**src/rtl/can_mailbox_ring.sv**
```systemverilog
module can_mailbox_ring #(
  parameter int SLOTS  = 8,
  parameter int NFILT  = 5,
  parameter int NBYTES = 8,
  parameter int IDW    = 29
) (
  input  logic                  clk,
  input  logic                  rst_n,
  input  logic                  frm_valid,
  input  logic [IDW-1:0]        frm_id,
  input  logic                  frm_rtr,
  input  logic [3:0]            frm_dlc,
  input  logic [8*NBYTES-1:0]   frm_data,
  input  logic                  cfg_we,
  input  logic [$clog2(NFILT+1)-1:0] cfg_sel,
  input  logic [31:0]           cfg_wdata,
  input  logic                  hst_head_rd,
  input  logic                  hst_byte_rd,
  input  logic                  hst_release,
  output logic [31:0]           cur_id,
  output logic [3:0]            cur_len,
  output logic [7:0]            rd_byte,
  output logic                  rd_byte_ok
);
  localparam int IXW  = $clog2(SLOTS);
  localparam int SELW = $clog2(NFILT+1);

  logic [31:0]         mask_r;
  logic [31:0]         filt_r [NFILT];
  logic [NFILT-1:0]    hit;
  logic                accept;

  logic                pend;
  logic [31:0]         p_word;
  logic [3:0]          p_len;
  logic [8*NBYTES-1:0] p_data;

  logic [31:0]         s_id   [SLOTS];
  logic [3:0]          s_len  [SLOTS];
  logic [8*NBYTES-1:0] s_data [SLOTS];

  logic [IXW-1:0]      wr_idx, rd_idx;
  logic [3:0]          ptr, lim;
  logic                collide, slot_full;

  wire [31:0] id32 = 32'(frm_id);

  for (genvar k = 0; k < NFILT; k++) begin : g_filt
    assign hit[k] = ((id32 & mask_r) == filt_r[k]);
  end

  assign accept    = (mask_r == 32'd0) || (|hit);
  assign cur_id    = s_id[rd_idx];
  assign cur_len   = s_len[rd_idx];
  assign lim       = (cur_len > 4'(NBYTES)) ? 4'(NBYTES) : cur_len;
  assign slot_full = (s_id[wr_idx] != 32'd0);
  assign collide   = hst_release && pend && (rd_idx == wr_idx);

  function automatic logic [IXW-1:0] step(input logic [IXW-1:0] i);
    return (int'(i) == SLOTS-1) ? '0 : i + 1'b1;
  endfunction

  always_ff @(posedge clk) begin
    if (!rst_n) begin
      mask_r     <= '0;
      pend       <= 1'b0;
      p_word     <= '0;
      p_len      <= '0;
      p_data     <= '0;
      wr_idx     <= '0;
      rd_idx     <= '0;
      ptr        <= '0;
      rd_byte    <= '0;
      rd_byte_ok <= 1'b0;
      for (int k = 0; k < NFILT; k++) filt_r[k] <= '0;
      for (int s = 0; s < SLOTS; s++) begin
        s_id[s]   <= '0;
        s_len[s]  <= '0;
        s_data[s] <= '0;
      end
    end else begin
      if (cfg_we) begin
        if (cfg_sel == '0) mask_r <= cfg_wdata;
        for (int k = 0; k < NFILT; k++)
          if (cfg_sel == SELW'(k+1)) filt_r[k] <= cfg_wdata;
      end

      if (pend && !collide) begin
        pend <= 1'b0;
        if (!slot_full) begin
          s_len[wr_idx]  <= p_len;
          s_data[wr_idx] <= p_data;
          s_id[wr_idx]   <= p_word;
          wr_idx         <= step(wr_idx);
        end
      end

      if (frm_valid && accept) begin
        pend   <= 1'b1;
        p_word <= {frm_rtr, {(31-IDW){1'b0}}, frm_id};
        p_len  <= frm_dlc;
        p_data <= frm_data;
      end

      if (hst_release) begin
        s_id[rd_idx] <= '0;
        rd_idx       <= step(rd_idx);
        ptr          <= '0;
      end else if (hst_head_rd) begin
        ptr <= '0;
      end else if (hst_byte_rd) begin
        if (ptr < lim) begin
          rd_byte    <= s_data[rd_idx][{ptr, 3'b000} +: 8];
          rd_byte_ok <= 1'b1;
          ptr        <= ptr + 1'b1;
        end else begin
          rd_byte    <= '0;
          rd_byte_ok <= 1'b0;
        end
      end
    end
  end
endmodule

```
**config.mk**
```make
export PLATFORM = sky130hd
export DESIGN_NAME = can_mailbox_ring
export DESIGN_NICKNAME = d
export VERILOG_FILES = /design/src/rtl/can_mailbox_ring.sv
export SDC_FILE = /design/constraint.sdc
export NUM_CORES = 2
export LEC_CHECK = 0
export ABC_AREA = 0
export ABC_CLOCK_PERIOD_IN_PS = 7100
export BUFFER_PORTS_ARGS = -buffer_cell sky130_fd_sc_hd__buf_2
export CORE_ASPECT_RATIO = 0.7
export CORE_MARGIN = 2
export CORE_UTILIZATION = 56
export DETAILED_ROUTE_END_ITERATION = 10
export PLACE_DENSITY = 0.82
export SKIP_LAST_GASP = 1
export SYNTH_ARGS = -nofsm -noshare
export SYNTH_HDL_FRONTEND = slang
export SYNTH_SLANG_ARGS = --single-unit
```
**constraint.sdc**
```tcl
create_clock -name clk -period 7.1 [get_ports clk]
set_clock_uncertainty 0.1 [all_clocks]
set_input_delay 0.71 -clock clk [delete_from_list [all_inputs] [get_ports clk]]
set_output_delay 0.71 -clock clk [all_outputs]
set_load 0.05 [all_outputs]
```
==> summary.md <==
| Metric | Value |
|---|---|
| Avg WL per Cell | `27.9 µm` |
| Simple-Gate Fraction of Synth Area | `16.7%` |
| Maxcap violations | `0` |
| Area of the multi-input gates | `21,300 µm²` |
| Slowest stage delay, CP | `0.95 ns` |
| Die area | `96,200 µm²` |
| Crit. End Element | `primary output` |
| EDFF count, synth | `704` |
| #FFs+latches synth | `1,100` |
| Seq pwr share | `48.1%` |
| Hold WC Path Type | `in -> reg` |
| Post-CTS setup buffers | `0` |
| Vias in the first global route | `38.2k` |
| Routability cong. | `0.945` |
| Total power draw | `15.6 mW` |
| CTS Hold Bufs | `0` |
| Post-synth top area share | `40.3%` |
| Worst path buffer plus inverter count | `2` |
| CORE AREA | `92,400 µm²` |
| Avg Inst Size Synth | `11.7 µm²` |
| Largest family of logic cells by synthesized area | `simple AND/OR/NAND/NOR gates` |
| Cell family with most CP delay | `buffers and inverters` |
| Comb pwr share | `14.8%` |
| Net Sw Frac | `30.3%` |
| Clock H-tree levels | `3` |
| Top FF cell, synth | `edfxtp_1` |
| Worst Path Required | `6.29 ns` |
| Post-Synth Adder-Cell Area | `0.191%` |
| DRT iter0 DRCs | `6,989` |
| Ys Warns | `0` |
| Mux cell area share after synthesis | `10.2%` |
| Synth area leaders | `edfxtp_1 (40%), dfxtp_1 (15%), mux4_2 (9.1%)` |
| Post-route cell area | `57,000 µm²` |
| Final hold slack | `0.173 ns` |
| Fmax | `0.215 GHz` |
| Pint | `10.9 mW` |
| Post-DP Area | `53,500 µm²` |
| Final period util | `65.5%` |
| Psw | `4.71 mW` |
| Buffers on Ports | `182` |
| Slowest CP cell | `dfxtp_4` |
| Synth unique cells | `66` |
| Via count | `41.0k` |
| Worst path cell trace | `buf_4 -> mux4_2 -> mux2_2 -> buf_2` |
| Number of remaining DRC errors | `0` |
| Post-synth top area cell | `edfxtp_1` |
| Fillers | `6,837` |
| Crit start category | `register` |
| FF/Latch Area | `29,100 µm²` |
| Inserted Clock Buffers | `104` |
| Setup violations, final | `0` |
| Post-Route WL | `158,000 µm` |
| Cell count after synthesis | `4,505` |
| Pre-antenna DRT Iters | `7` |
| Leakage Power | `21.2 nW` |
| Status | `complete, no violations` |
| Worst-Skew Late Latency | `0.71 ns` |
| Final Net Count | `4,466` |
| FFs w/ async S/R, synth | `0%` |
| Die width | `370 µm` |
| Layout cells sized above 1 | `16.2%` |
| Setup Total Neg Slack | `0 ns` |
| Min Tclk post-route | `4.65 ns` |
| Crit path kind | `reg -> out` |
| CTS tree | `built` |
| Initial Utilization | `56.8%` |
| Post-synthesis xor/xnor area fraction | `0.250%` |
| First-pass GRT wire length | `237,000 µm` |
| Rel. slew slack | `18.0%` |
| Clock Sinks | `1,100` |
| Clock Pin Slew Worst Setup and Hold Paths | `0.07 ns` |
| Antenna violations before repair | `12` |
| Area growth from synthesis to layout | `8.54%` |
| Grt ovf | `0` |
| Final ANT Viol Nets | `0` |
| Final Slew Violations | `0` |
| Crit Path Max Fanout | `47` |
| Post-CTS resize count | `0` |
| Clock group share of total power | `37.0%` |
| Register area share after synthesis | `55.4%` |
| Clock Root Buffer | `clkbuf_16` |
| Final hold vios | `0` |
| WP data arrival | `3.84 ns` |
| Worst slew pin tran | `1.23 ns` |
| Row count | `93` |
| Num ports | `185` |
| DR vias/cell | `7.25` |
| Largest net degree at the start of global routing | `255` |
| Synth Area in Compound Gates | `12.6%` |
| Die Height | `260 µm` |
| RSZ-0062 raised after global routing | `false` |
| Overall Global Routing Usage | `32.0%` |
| Post-synthesis cell area | `52,500 µm²` |
| DP Wirelength | `92,900 µm` |
| Maximum VDD drop | `308 µV` |
| CTS Buffer Depth | `3` |
| Pwr per Cell Area | `273 nW/µm²` |
through the flow:
step / std cells / setup slack (ns) / utilization [%]
floorplan: 4506 / 1.69 / -
global placement: 5447 / 3.05 / 57.9
detailed placement: 5447 / 2.89 / 57.9
CTS: 5644 / 2.43 / 61.7
global route: 5647 / 2.25 / 61.7
finish: 5650 / 2.45 / 61.7
synthesized netlist by cell type (all sizes together), types with 7 or more instances:
master,instances
nand4,112
buf,135
edfxtp,704
dfxtp,396
nor4,57
ha,8
mux4,213
a21boi,37
o211ai,336
a22oi,9
and3,683
o22a,97
a211oi,10
o22ai,73
a21oi,379
and2,34
o221ai,7
mux2i,19
clkbuf,412
xnor2,11
nor3,26
nand2,207
nand3,358
mux2,33
o21ai,26
o21a,9
nor2,31
nor4b,13
nor2b,7
cells in the final DEF, fill, tap and decap left out, drive strengths merged, types with 34 or more instances in the layout:
cell and n:
edfxtp 704, and3 683, dfxtp 396, a21oi 379
nand3 358, o211ai 336, buf 253, mux4 213
nand2 207, clkbuf 129, nand4 112, o22a 97
o22ai 73, nor4 57, clkinv 46, a21boi 37
and2 34
path summary, 6_finish.rpt:
path	cells after the start	slack [ns]	startpoint	to
max	4	2.45	register	cur_id[15]
max reg2reg	8	2.70	s_id[0][29]	s_data[3][38]
min reg2reg	2	0.38	mask_r[29]	mask_r[29]
min	3	0.17	cfg_wdata[5]	mask_r[5]
power groups by stage:
stage | combinational, mW | sequential [mW] | clock [mW]
global route | 2.44 | 7.51 | 6.00
floorplan | 1.89 | 7.37 | 0
global placement | 2.20 | 7.57 | 0
finish | 2.31 | 7.49 | 5.77
detailed placement | 2.22 | 7.60 | 0
CTS | 2.24 | 7.46 | 5.75
state kept, by name, indices dropped and copies added (netlist names), named ones only:
name and count:
s_data 512, s_id 240, filt_r 160, p_data 64, mask_r 32, s_len 32, p_word 30, rd_byte 8
p_len 4, ptr 4, rd_idx 3, wr_idx 3, pend 1, rd_byte_ok 1
tightest hold or removal path, stage by stage:
cell	delay [ns]
buf_2	0.10
nand2_1	0.04
a21boi_0	0.06
cells by family after synthesis:
kind of cell	Yosys count
compound gates	1006
xor+xnor	15
fa+ha+maj	8
buf+inv	551
flops	1100
mux	265
other cells	1
simple gates	1559
routing by layer:
metal	vias up	part of all wire [%]	track usage, %
met5	-	0.10	0.838
met4	12	4.1	12.3
met3	502	15	8.73
met2	3234	44	47.1
met1	20000	37	45.3
li1	17300	-	-
area by class of cell:
class,count,area share (%)
Sequential cell,1100,51.0
Antenna cell,6,0.0264
Clock buffer,129,4.93
Tap cell,1235,2.71
Clock inverter,68,1.20
Inverter,4,0.0264
Timing Repair Buffer,253,2.74
Multi-Input combinational cell,2855,37.3
Note: power is estimated with default switching activity, not from simulation.
